--- config.mk ---
export PLATFORM = sky130hd
export DESIGN_NAME = lcdseq_player
export DESIGN_NICKNAME = d
export VERILOG_FILES = /design/src/rtl/lcdseq_pkg.sv /design/src/rtl/lcdseq_rom.sv /design/src/rtl/lcdseq_msdelay.sv /design/src/rtl/lcdseq_spi.sv /design/src/rtl/lcdseq_player.sv
export SDC_FILE = /design/constraint.sdc
export NUM_CORES = 1
export LEC_CHECK = 0
export BUFFER_PORTS_ARGS = -buffer_cell sky130_fd_sc_hd__buf_4
export CELL_PAD_IN_SITES_DETAIL_PLACEMENT = 1
export CELL_PAD_IN_SITES_GLOBAL_PLACEMENT = 1
export CORE_MARGIN = 1.5
export CORE_UTILIZATION = 48
export DETAILED_ROUTE_END_ITERATION = 7
export PLACE_DENSITY = 0.77
export SETUP_SLACK_MARGIN = 0.02
export SLEW_MARGIN = 5
export SYNTH_ARGS = -nofsm -noshare
export SYNTH_HDL_FRONTEND = slang
export SYNTH_SLANG_ARGS = --single-unit
export TNS_END_PERCENT = 20
--- constraint.sdc ---
create_clock -name clk_i -period 3.2 [get_ports clk_i]
set_clock_uncertainty 0.1 [all_clocks]
set_input_delay 0.16 -clock clk_i [delete_from_list [all_inputs] [get_ports clk_i]]
set_output_delay 0.16 -clock clk_i [all_outputs]
set_load 0.02 [all_outputs]
--- src/rtl/lcdseq_pkg.sv ---
package lcdseq_pkg;

    typedef enum logic [2:0] {
        K_CMD, K_CS, K_DC, K_RST, K_DLY, K_END
    } kind_e;

    typedef struct packed {
        kind_e      kind;
        logic [7:0] arg;
    } entry_t;

    typedef enum logic [1:0] {
        SC_INIT, SC_WAKE, SC_SLEEP, SC_CONTRAST
    } script_e;

    typedef enum logic [1:0] {
        P_IDLE, P_FETCH, P_SEND, P_WAIT
    } pstate_e;

    localparam int IDX_W = 5;

    function automatic entry_t mk(kind_e k, logic [7:0] a);
        entry_t e;
        e.kind = k;
        e.arg  = a;
        return e;
    endfunction

endpackage

--- src/rtl/lcdseq_rom.sv ---
module lcdseq_rom
    import lcdseq_pkg::*;
(
    input  script_e              script_i,
    input  logic [IDX_W-1:0]     idx_i,
    input  logic [7:1]           contrast_i,
    output entry_t               entry_o
);

    always_comb begin
        entry_o = mk(K_END, 8'h00);
        unique case (script_i)
            SC_INIT: begin
                case (idx_i)
                    5'd0:  entry_o = mk(K_CS,  8'd0);
                    5'd1:  entry_o = mk(K_DC,  8'd0);
                    5'd2:  entry_o = mk(K_RST, 8'd18);
                    5'd3:  entry_o = mk(K_CS,  8'd1);
                    5'd4:  entry_o = mk(K_CMD, 8'h21);
                    5'd5:  entry_o = mk(K_CMD, 8'h06);
                    5'd6:  entry_o = mk(K_CMD, 8'h13);
                    5'd7:  entry_o = mk(K_CMD, 8'hC0);
                    5'd8:  entry_o = mk(K_CMD, 8'h20);
                    5'd9:  entry_o = mk(K_CMD, 8'h0C);
                    5'd10: entry_o = mk(K_DLY, 8'd100);
                    5'd11: entry_o = mk(K_CMD, 8'h20);
                    5'd12: entry_o = mk(K_CMD, 8'h0D);
                    5'd13: entry_o = mk(K_DLY, 8'd200);
                    5'd14: entry_o = mk(K_CMD, 8'h20);
                    5'd15: entry_o = mk(K_CMD, 8'h0C);
                    5'd16: entry_o = mk(K_DLY, 8'd100);
                    5'd17: entry_o = mk(K_CS,  8'd0);
                    default: entry_o = mk(K_END, 8'h00);
                endcase
            end
            SC_WAKE: begin
                case (idx_i)
                    5'd0:  entry_o = mk(K_DC,  8'd0);
                    5'd1:  entry_o = mk(K_CS,  8'd1);
                    5'd2:  entry_o = mk(K_CMD, 8'h20);
                    5'd3:  entry_o = mk(K_CMD, 8'h0C);
                    5'd4:  entry_o = mk(K_CS,  8'd0);
                    default: entry_o = mk(K_END, 8'h00);
                endcase
            end
            SC_SLEEP: begin
                case (idx_i)
                    5'd0:  entry_o = mk(K_DC,  8'd0);
                    5'd1:  entry_o = mk(K_CS,  8'd1);
                    5'd2:  entry_o = mk(K_CMD, 8'h20);
                    5'd3:  entry_o = mk(K_CMD, 8'h08);
                    5'd4:  entry_o = mk(K_CMD, 8'h24);
                    5'd5:  entry_o = mk(K_DLY, 8'd50);
                    5'd6:  entry_o = mk(K_CS,  8'd0);
                    default: entry_o = mk(K_END, 8'h00);
                endcase
            end
            default: begin
                case (idx_i)
                    5'd0:  entry_o = mk(K_DC,  8'd0);
                    5'd1:  entry_o = mk(K_CS,  8'd1);
                    5'd2:  entry_o = mk(K_CMD, 8'h21);
                    5'd3:  entry_o = mk(K_CMD, {1'b1, contrast_i});
                    5'd4:  entry_o = mk(K_CS,  8'd0);
                    default: entry_o = mk(K_END, 8'h00);
                endcase
            end
        endcase
    end

endmodule

--- src/rtl/lcdseq_msdelay.sv ---
module lcdseq_msdelay #(
    parameter int CYC_PER_MS = 1000
) (
    input  logic       clk_i,
    input  logic       rst_ni,
    input  logic       load_i,
    input  logic [7:0] ms_i,
    output logic       done_o
);

    localparam int CYC_W = (CYC_PER_MS > 1) ? $clog2(CYC_PER_MS) : 1;
    localparam logic [CYC_W-1:0] CYC_LAST = CYC_W'(CYC_PER_MS - 1);

    typedef struct packed {
        logic             run;
        logic [CYC_W-1:0] cyc;
        logic [7:0]       ms;
        logic             done;
    } tmr_t;

    tmr_t tmr_d, tmr_q;

    always_comb begin
        tmr_d      = tmr_q;
        tmr_d.done = 1'b0;
        if (load_i) begin
            tmr_d.cyc = '0;
            tmr_d.ms  = ms_i;
            if (ms_i == 8'd0) begin
                tmr_d.run  = 1'b0;
                tmr_d.done = 1'b1;
            end else begin
                tmr_d.run = 1'b1;
            end
        end else if (tmr_q.run) begin
            if (tmr_q.cyc == CYC_LAST) begin
                tmr_d.cyc = '0;
                tmr_d.ms  = tmr_q.ms - 8'd1;
                if (tmr_q.ms == 8'd1) begin
                    tmr_d.run  = 1'b0;
                    tmr_d.done = 1'b1;
                end
            end else begin
                tmr_d.cyc = tmr_q.cyc + CYC_W'(1);
            end
        end
    end

    always_ff @(posedge clk_i or negedge rst_ni) begin
        if (!rst_ni) tmr_q <= '0;
        else         tmr_q <= tmr_d;
    end

    assign done_o = tmr_q.done;


    tmr_pulse_chk: assert property (@(posedge clk_i) disable iff (!rst_ni)
        tmr_q.done |=> !tmr_q.done);


    tmr_nonzero_chk: assert property (@(posedge clk_i) disable iff (!rst_ni)
        tmr_q.run |-> (tmr_q.ms != 8'd0));

endmodule

--- src/rtl/lcdseq_spi.sv ---
module lcdseq_spi #(
    parameter int SCK_HALF = 10
) (
    input  logic       clk_i,
    input  logic       rst_ni,
    input  logic       start_i,
    input  logic [7:0] byte_i,
    output logic       sclk_o,
    output logic       mosi_o,
    output logic       busy_o,
    output logic       done_o
);

    localparam int DIV_W = (SCK_HALF > 1) ? $clog2(SCK_HALF) : 1;
    localparam logic [DIV_W-1:0] DIV_LAST = DIV_W'(SCK_HALF - 1);

    typedef struct packed {
        logic             act;
        logic [7:0]       sh;
        logic [2:0]       nbit;
        logic [DIV_W-1:0] div;
        logic             sclk;
        logic             done;
    } spi_t;

    spi_t spi_d, spi_q;

    always_comb begin
        spi_d      = spi_q;
        spi_d.done = 1'b0;
        if (!spi_q.act) begin
            if (start_i) begin
                spi_d.act  = 1'b1;
                spi_d.sh   = byte_i;
                spi_d.nbit = '0;
                spi_d.div  = '0;
                spi_d.sclk = 1'b0;
            end
        end else if (spi_q.div == DIV_LAST) begin
            spi_d.div = '0;
            if (!spi_q.sclk) begin
                spi_d.sclk = 1'b1;
            end else begin
                spi_d.sclk = 1'b0;
                spi_d.sh   = {spi_q.sh[6:0], 1'b0};
                if (spi_q.nbit == 3'd7) begin
                    spi_d.act  = 1'b0;
                    spi_d.done = 1'b1;
                end else begin
                    spi_d.nbit = spi_q.nbit + 3'd1;
                end
            end
        end else begin
            spi_d.div = spi_q.div + DIV_W'(1);
        end
    end

    always_ff @(posedge clk_i or negedge rst_ni) begin
        if (!rst_ni) spi_q <= '0;
        else         spi_q <= spi_d;
    end

    assign sclk_o = spi_q.sclk;
    assign mosi_o = spi_q.sh[7];
    assign busy_o = spi_q.act;
    assign done_o = spi_q.done;


    sclk_idle_chk: assert property (@(posedge clk_i) disable iff (!rst_ni)
        !spi_q.act |-> !spi_q.sclk);


    mosi_hold_chk: assert property (@(posedge clk_i) disable iff (!rst_ni)
        (spi_q.sclk && $past(spi_q.sclk)) |-> $stable(spi_q.sh[7]));


    spi_done_chk: assert property (@(posedge clk_i) disable iff (!rst_ni)
        spi_q.done |-> !spi_q.act);

endmodule

--- src/rtl/lcdseq_player.sv ---
module lcdseq_player
    import lcdseq_pkg::*;
#(
    parameter int CLK_HZ   = 50_000_000,
    parameter int SCK_HALF = (CLK_HZ + 4_999_999) / 5_000_000
) (
    input  logic       clk_i,
    input  logic       rst_ni,
    input  logic       init_req_i,
    input  logic       wake_req_i,
    input  logic       sleep_req_i,
    input  logic       contrast_req_i,
    input  logic [7:0] contrast_i,
    output logic       busy_o,
    output logic       done_o,
    output logic       lcd_csn_o,
    output logic       lcd_dc_o,
    output logic       lcd_rstn_o,
    output logic       lcd_sclk_o,
    output logic       lcd_mosi_o
);

    localparam int CYC_PER_MS = (CLK_HZ / 1000 > 0) ? CLK_HZ / 1000 : 1;

    typedef struct packed {
        pstate_e          state;
        script_e          script;
        logic [IDX_W-1:0] idx;
        logic [7:1]       contrast;
        logic             csn;
        logic             dc;
        logic             rstn;
        logic             done;
    } pl_t;

    pl_t    pl_d, pl_q;
    entry_t ent;
    logic   spi_start, spi_busy, spi_done, tmr_load, tmr_done;

    lcdseq_rom i_rom (
        .script_i   (pl_q.script),
        .idx_i      (pl_q.idx),
        .contrast_i (pl_q.contrast),
        .entry_o    (ent)
    );

    lcdseq_spi #(.SCK_HALF(SCK_HALF)) i_spi (
        .clk_i   (clk_i),
        .rst_ni  (rst_ni),
        .start_i (spi_start),
        .byte_i  (ent.arg),
        .sclk_o  (lcd_sclk_o),
        .mosi_o  (lcd_mosi_o),
        .busy_o  (spi_busy),
        .done_o  (spi_done)
    );

    lcdseq_msdelay #(.CYC_PER_MS(CYC_PER_MS)) i_tmr (
        .clk_i  (clk_i),
        .rst_ni (rst_ni),
        .load_i (tmr_load),
        .ms_i   (ent.arg),
        .done_o (tmr_done)
    );

    always_comb begin
        pl_d      = pl_q;
        pl_d.done = 1'b0;
        spi_start = 1'b0;
        tmr_load  = 1'b0;
        unique case (pl_q.state)
            P_IDLE: begin
                if (init_req_i || sleep_req_i || wake_req_i || contrast_req_i) begin
                    pl_d.state = P_FETCH;
                    pl_d.idx   = '0;
                    if (init_req_i)       pl_d.script = SC_INIT;
                    else if (sleep_req_i) pl_d.script = SC_SLEEP;
                    else if (wake_req_i)  pl_d.script = SC_WAKE;
                    else begin
                        pl_d.script   = SC_CONTRAST;
                        pl_d.contrast = contrast_i[7:1];
                    end
                end
            end
            P_FETCH: begin
                pl_d.idx = pl_q.idx + IDX_W'(1);
                unique case (ent.kind)
                    K_CMD: begin
                        spi_start  = 1'b1;
                        pl_d.state = P_SEND;
                    end
                    K_CS: pl_d.csn = ~ent.arg[0];
                    K_DC: pl_d.dc  = ent.arg[0];
                    K_RST: begin
                        pl_d.rstn  = 1'b0;
                        tmr_load   = 1'b1;
                        pl_d.state = P_WAIT;
                    end
                    K_DLY: begin
                        tmr_load   = 1'b1;
                        pl_d.state = P_WAIT;
                    end
                    default: begin
                        pl_d.idx   = pl_q.idx;
                        pl_d.state = P_IDLE;
                        pl_d.done  = 1'b1;
                    end
                endcase
            end
            P_SEND: begin
                if (spi_done) pl_d.state = P_FETCH;
            end
            default: begin
                if (tmr_done) begin
                    pl_d.rstn  = 1'b1;
                    pl_d.state = P_FETCH;
                end
            end
        endcase
    end

    always_ff @(posedge clk_i or negedge rst_ni) begin
        if (!rst_ni) begin
            pl_q      <= '0;
            pl_q.csn  <= 1'b1;
            pl_q.rstn <= 1'b1;
        end else begin
            pl_q <= pl_d;
        end
    end

    assign busy_o     = (pl_q.state != P_IDLE);
    assign done_o     = pl_q.done;
    assign lcd_csn_o  = pl_q.csn;
    assign lcd_dc_o   = pl_q.dc;
    assign lcd_rstn_o = pl_q.rstn;


    ignore_busy_chk: assert property (@(posedge clk_i) disable iff (!rst_ni)
        busy_o |=> (pl_q.script == $past(pl_q.script)));


    cs_frame_chk: assert property (@(posedge clk_i) disable iff (!rst_ni)
        spi_busy |-> (!lcd_csn_o && !lcd_dc_o));


    rst_in_busy_chk: assert property (@(posedge clk_i) disable iff (!rst_ni)
        !lcd_rstn_o |-> (busy_o && lcd_csn_o));


    done_idle_chk: assert property (@(posedge clk_i) disable iff (!rst_ni)
        done_o |-> (!busy_o && lcd_csn_o));

endmodule

==> summary.txt <==
Synth
  – Mean Syn Cell Area: between 9 and 10 um^2
  – Async set or reset register ratio after synthesis: 100%
  – Synth warnings: 0
  – Post-synth cell types: between 70 and 80
  – Syn Nets: around 470
  – Syn Std Cell Area: between 4000 and 5000 um^2
  – Predominant post-synthesis flop cell: dfrtp_1
  – Sequential area share after synthesis: 40.1%
  – Flops & latches, synth: 64
  – Mapped Cells: 436
  – Number of synthesized flops with an enable pin: 0

Drt
  – Via density: slightly below 6
  – Wire per inst: about 18 um
  – Top layer in use: met4
  – DRT Wirelength: ~11,000 um
  – Starting DRC count in detailed routing: ~140
  – Post-Route M1 WL: 4830 um
  – First drt pass iteration count: 4
  – Number of remaining DRC errors: 0
  – Final ANT Viol Nets: 0
  – Vias: 3,412
  – Detail Route met2 WL: slightly above 5000 um
  – Routed wl met3: ~320 um

Worst setup path
  – Worst r2r src: pl_q[11]$_DFFE_PN0P_
  – Origin of the worst setup path: pl_q[11]$_DFFE_PN0P_
  – Worst Path Arrival: between 3 and 4 ns
  – Crit Path Max Fanout: 6
  – CP endpoint kind: flop
  – Setup CP Type: flop to flop
  – CP Data Required Time: between 3 and 4 ns
  – Critical Path Source Type: flop

Placement
  – Placer Congestion: between 0.8 and 0.9
  – Final HPWL DP: between 7000 and 8000 um
  – Port Buffer Count: 19
  – Inst Count DP: approximately 550

Cells and area
  – Fillers: ~950
  – Layout cells sized above 1: between 10% and 20%
  – Register area: approximately 1600 um^2
  – Area growth syn-to-layout: 13.8%
  – Antenna Cells: 0
  – Area of the multi-input gates: approximately 2200 um^2
  – Final net count: a little under 500
  – Final non-filler cell total: between 500 and 600

Pwr
  – Internal power consumption: approximately 2.5 mW
  – Comb pwr share: 54.3%
  – Leakage Power: roughly 2.0 nW
  – Share of total power in the clock network: 15.8%
  – Power Density: between 1000 and 1500 nW/um^2
  – Seq pwr share: 29.9%
  – Switching portion of total power: 45.3%
  – Switching pwr: 2.11 mW
  – Peak VDD IR: 0.380 mV

Die
  – DIE WIDTH: about 94 um
  – Die height: around 94 um
  – # rows: 33
  – Die area: 8900 um^2
  – Core ar.: between 8000 and 9000 um^2
  – Starting Density: 49.2%
  – Io pins: 21

Timing
  – Final Critical Period: 2.96 ns
  – Final Hold Vio Count: 0
  – Tightest Pin Transition: slightly above 0.8 ns
  – Tcrit/Tclk final: between 90 and 100%
  – RSZ-0062 raised after global routing: true
  – Fin. max-slew vios: 0
  – Fmax: 337 MHz
  – Final setup violation count: 0
  – Slew HR: between 40% and 50%
  – Setup_tns: 0 ns
  – Worst hold slack: approximately 0.016 ns

Global routing
  – Overflow after GRT: 0
  – First-pass GRT wire length: between 15,000 and 20,000 um
  – Total GRT Usage: between 20% and 30%
  – Vias in the first global route: around 3,500
  – Largest net degree at the start of global routing: 65
  – Initial antenna violation count: 0

Clock tree
  – Root buffer cell: clkbuf_8
  – Clock Path Buffers: 2
  – CTS Sinks: 64
  – CTS resizes: 0
  – H-tree levels: 3
  – Worst-Skew Late Latency: between 0.3 and 0.4 ns
  – Clk slew on worst S/H paths: 0.07 ns
  – Total CTS buffers: 9
  – CTS tree: built

Worst hold path
  – Worst Hold Class: primary input to flop
  – Hold_sp: init_req_i

Run
  – Max-Cap Viols: 0

Run status
  – Outcome: complete, no violations
synthesized netlist by cell type (2+ instances only):
master	instances	area, um^2
nand2_1	39	146
a211oi_1	3	22.5
buf_2	7	35.0
buf_4	2	15.0
a21o_1	2	15.0
o21ai_0	21	105
mux2_2	10	113
xnor2_1	8	70.1
nor4_2	3	37.5
dfrtp_1	62	1550
a21oi_1	20	100
nor3_1	11	55.1
nor4b_1	3	26.3
o41ai_1	2	17.5
nor4_1	6	37.5
buf_1	3	11.3
xor2_1	5	43.8
nand4_1	3	18.8
a22oi_1	7	52.6
a221o_1	3	30.0
o31ai_1	2	15.0
inv_1	15	56.3
mux2i_1	7	70.1
ha_1	17	213
clkbuf_1	9	33.8
nand3b_1	4	30.0
nor2b_1	7	43.8
or3_1	3	18.8
a311oi_1	3	26.3
a32o_1	2	20.0
dfstp_2	2	52.6
nor3b_1	4	30.0
nor2_1	45	169
a22o_1	5	43.8
and2_1	2	12.5
o21ai_1	16	80.1
nand3_1	19	95.1
and3_1	9	56.3
or2_2	3	18.8
nand2b_1	10	62.6
logic make-up (layout without fill, tap and decap cells):
group                    after synthesis  after routing  share of synthesized area, %
XOR/XNOR                              13             13                          2.84
adder cells (fa/ha/maj)               17             17                          5.31
AO/OA/AOI/OAI                        107            107                          19.2
multiplexers                          18             18                          4.94
buffers and inverters                 37             69                          4.06
AND/OR/NAND/NOR                      180            180                          23.6
flip-flops                            64             64                          40.1
path summary, 6_finish.rpt:
kind / endpoint / slack [ns] / depth (start not counted)
min in group asynchronous: pl_q[12]$_DFFE_PN0P_ / 0.34 / 2
max reg2reg: pl_q[14]$_DFFE_PN0P_ / 0.24 / 9
min: pl_q[16]$_DFFE_PN0P_ / 0.02 / 3
min reg2reg: lcd_rstn_o$_DFFE_PN1P_ / 0.40 / 2
max in group asynchronous: i_tmr.tmr_q[12]$_DFFE_PN0P_ / 2.10 / 2
max: pl_q[14]$_DFFE_PN0P_ / 0.24 / 9
routing by layer:
| layer | up-vias | track usage, % |
|---|---|---|
| met3 | 20 | 4.75 |
| met1 | 1705 | 34.8 |
| li1 | 1630 | - |
| met5 | - | 0 |
| met4 | 0 | 7.09 |
| met2 | 57 | 43.3 |
sequential cells by signal, indices dropped and copies added (netlist names):
name,count
done_o,1
i_spi.busy_o,1
i_spi.done_o,1
i_spi.mosi_o,1
i_spi.sclk_o,1
i_spi.spi_q,14
i_tmr.done_o,1
i_tmr.tmr_q,25
lcd_csn_o,1
lcd_dc_o,1
lcd_rstn_o,1
pl_q,16
power groups by stage:
stage          Sequential, mW  Combinational [mW]  Clock [mW]
2_1_floorplan            1.30                1.89           0
3_3_place_gp             1.38                2.39           0
3_5_place_dp             1.41                2.51           0
4_1_cts                  1.39                2.54       0.758
5_1_grt                  1.44                2.80       0.797
6_report                 1.39                2.53       0.735
stage by stage:
step / instance area [um^2] / util [%] / total power, mW / worst slack, ns
2_1_floorplan: 4000 / - / 3.20 / 0.496
3_3_place_gp: 4270 / 52.5 / 3.77 / 0.365
3_5_place_dp: 4270 / 52.5 / 3.91 / 0.275
4_1_cts: 4560 / 56.0 / 4.69 / 0.230
5_1_grt: 4560 / 56.0 / 5.03 / 0.0160
6_report: 4560 / 56.0 / 4.66 / 0.236
worst max-delay path: stages, from the launching register on:
cell and delay (ns):
dfrtp_1 0.44, inv_1 0.14, ha_1 0.33, mux2_4 0.32
a2111oi_4 0.36, a2bb2oi_2 0.16, a21o_4 0.28, a41oi_4 0.22
o21ai_2 0.13, a221o_1 0.37
layout by cell type, fill, tap and decap left out, types with 3 or more instances in the layout:
cell type | netlist | final
a21oi_1 | 20 | 20
nand2_1 | 39 | 39
nor4b_1 | 3 | 3
nor3b_1 | 4 | 4
a211oi_1 | 3 | 3
xnor2_1 | 8 | 8
or2_2 | 3 | 3
ha_1 | 17 | 17
mux2i_1 | 7 | 7
xor2_1 | 5 | 5
a22o_1 | 5 | 5
dlygate4sd3_1 | 0 | 8
inv_1 | 15 | 15
nand3_1 | 19 | 19
or3_1 | 3 | 3
o21ai_1 | 16 | 16
nor3_1 | 11 | 11
a22oi_1 | 7 | 7
mux2_2 | 10 | 10
clkbuf_8 | 0 | 12
a311oi_1 | 3 | 3
nor4_2 | 3 | 3
a221o_1 | 3 | 3
buf_4 | 2 | 29
nand4_1 | 3 | 3
nor2b_1 | 7 | 7
nand2b_1 | 10 | 10
nor4_1 | 6 | 6
dfrtp_1 | 62 | 62
and3_1 | 9 | 9
o21ai_0 | 21 | 21
nand3b_1 | 4 | 4
nor2_1 | 45 | 45
cell type report:
type / count / area share, %
Clock inverter: 2 / 0.824
Sequential cell: 64 / 35.2
Clock buffer: 14 / 3.79
Timing Repair Buffer: 38 / 6.97
Tap cell: 105 / 2.88
Multi-Input combinational cell: 335 / 49.1
Inverter: 15 / 1.24
what timing repair did:
item	4_1_cts	5_1_grt
setup buffers	0	0
hold buffers	8	0
setup endpoints to repair	0	2
endpoints found under the hold margin	69	0
No activity file was read; power rests on OpenSTA's default activity.
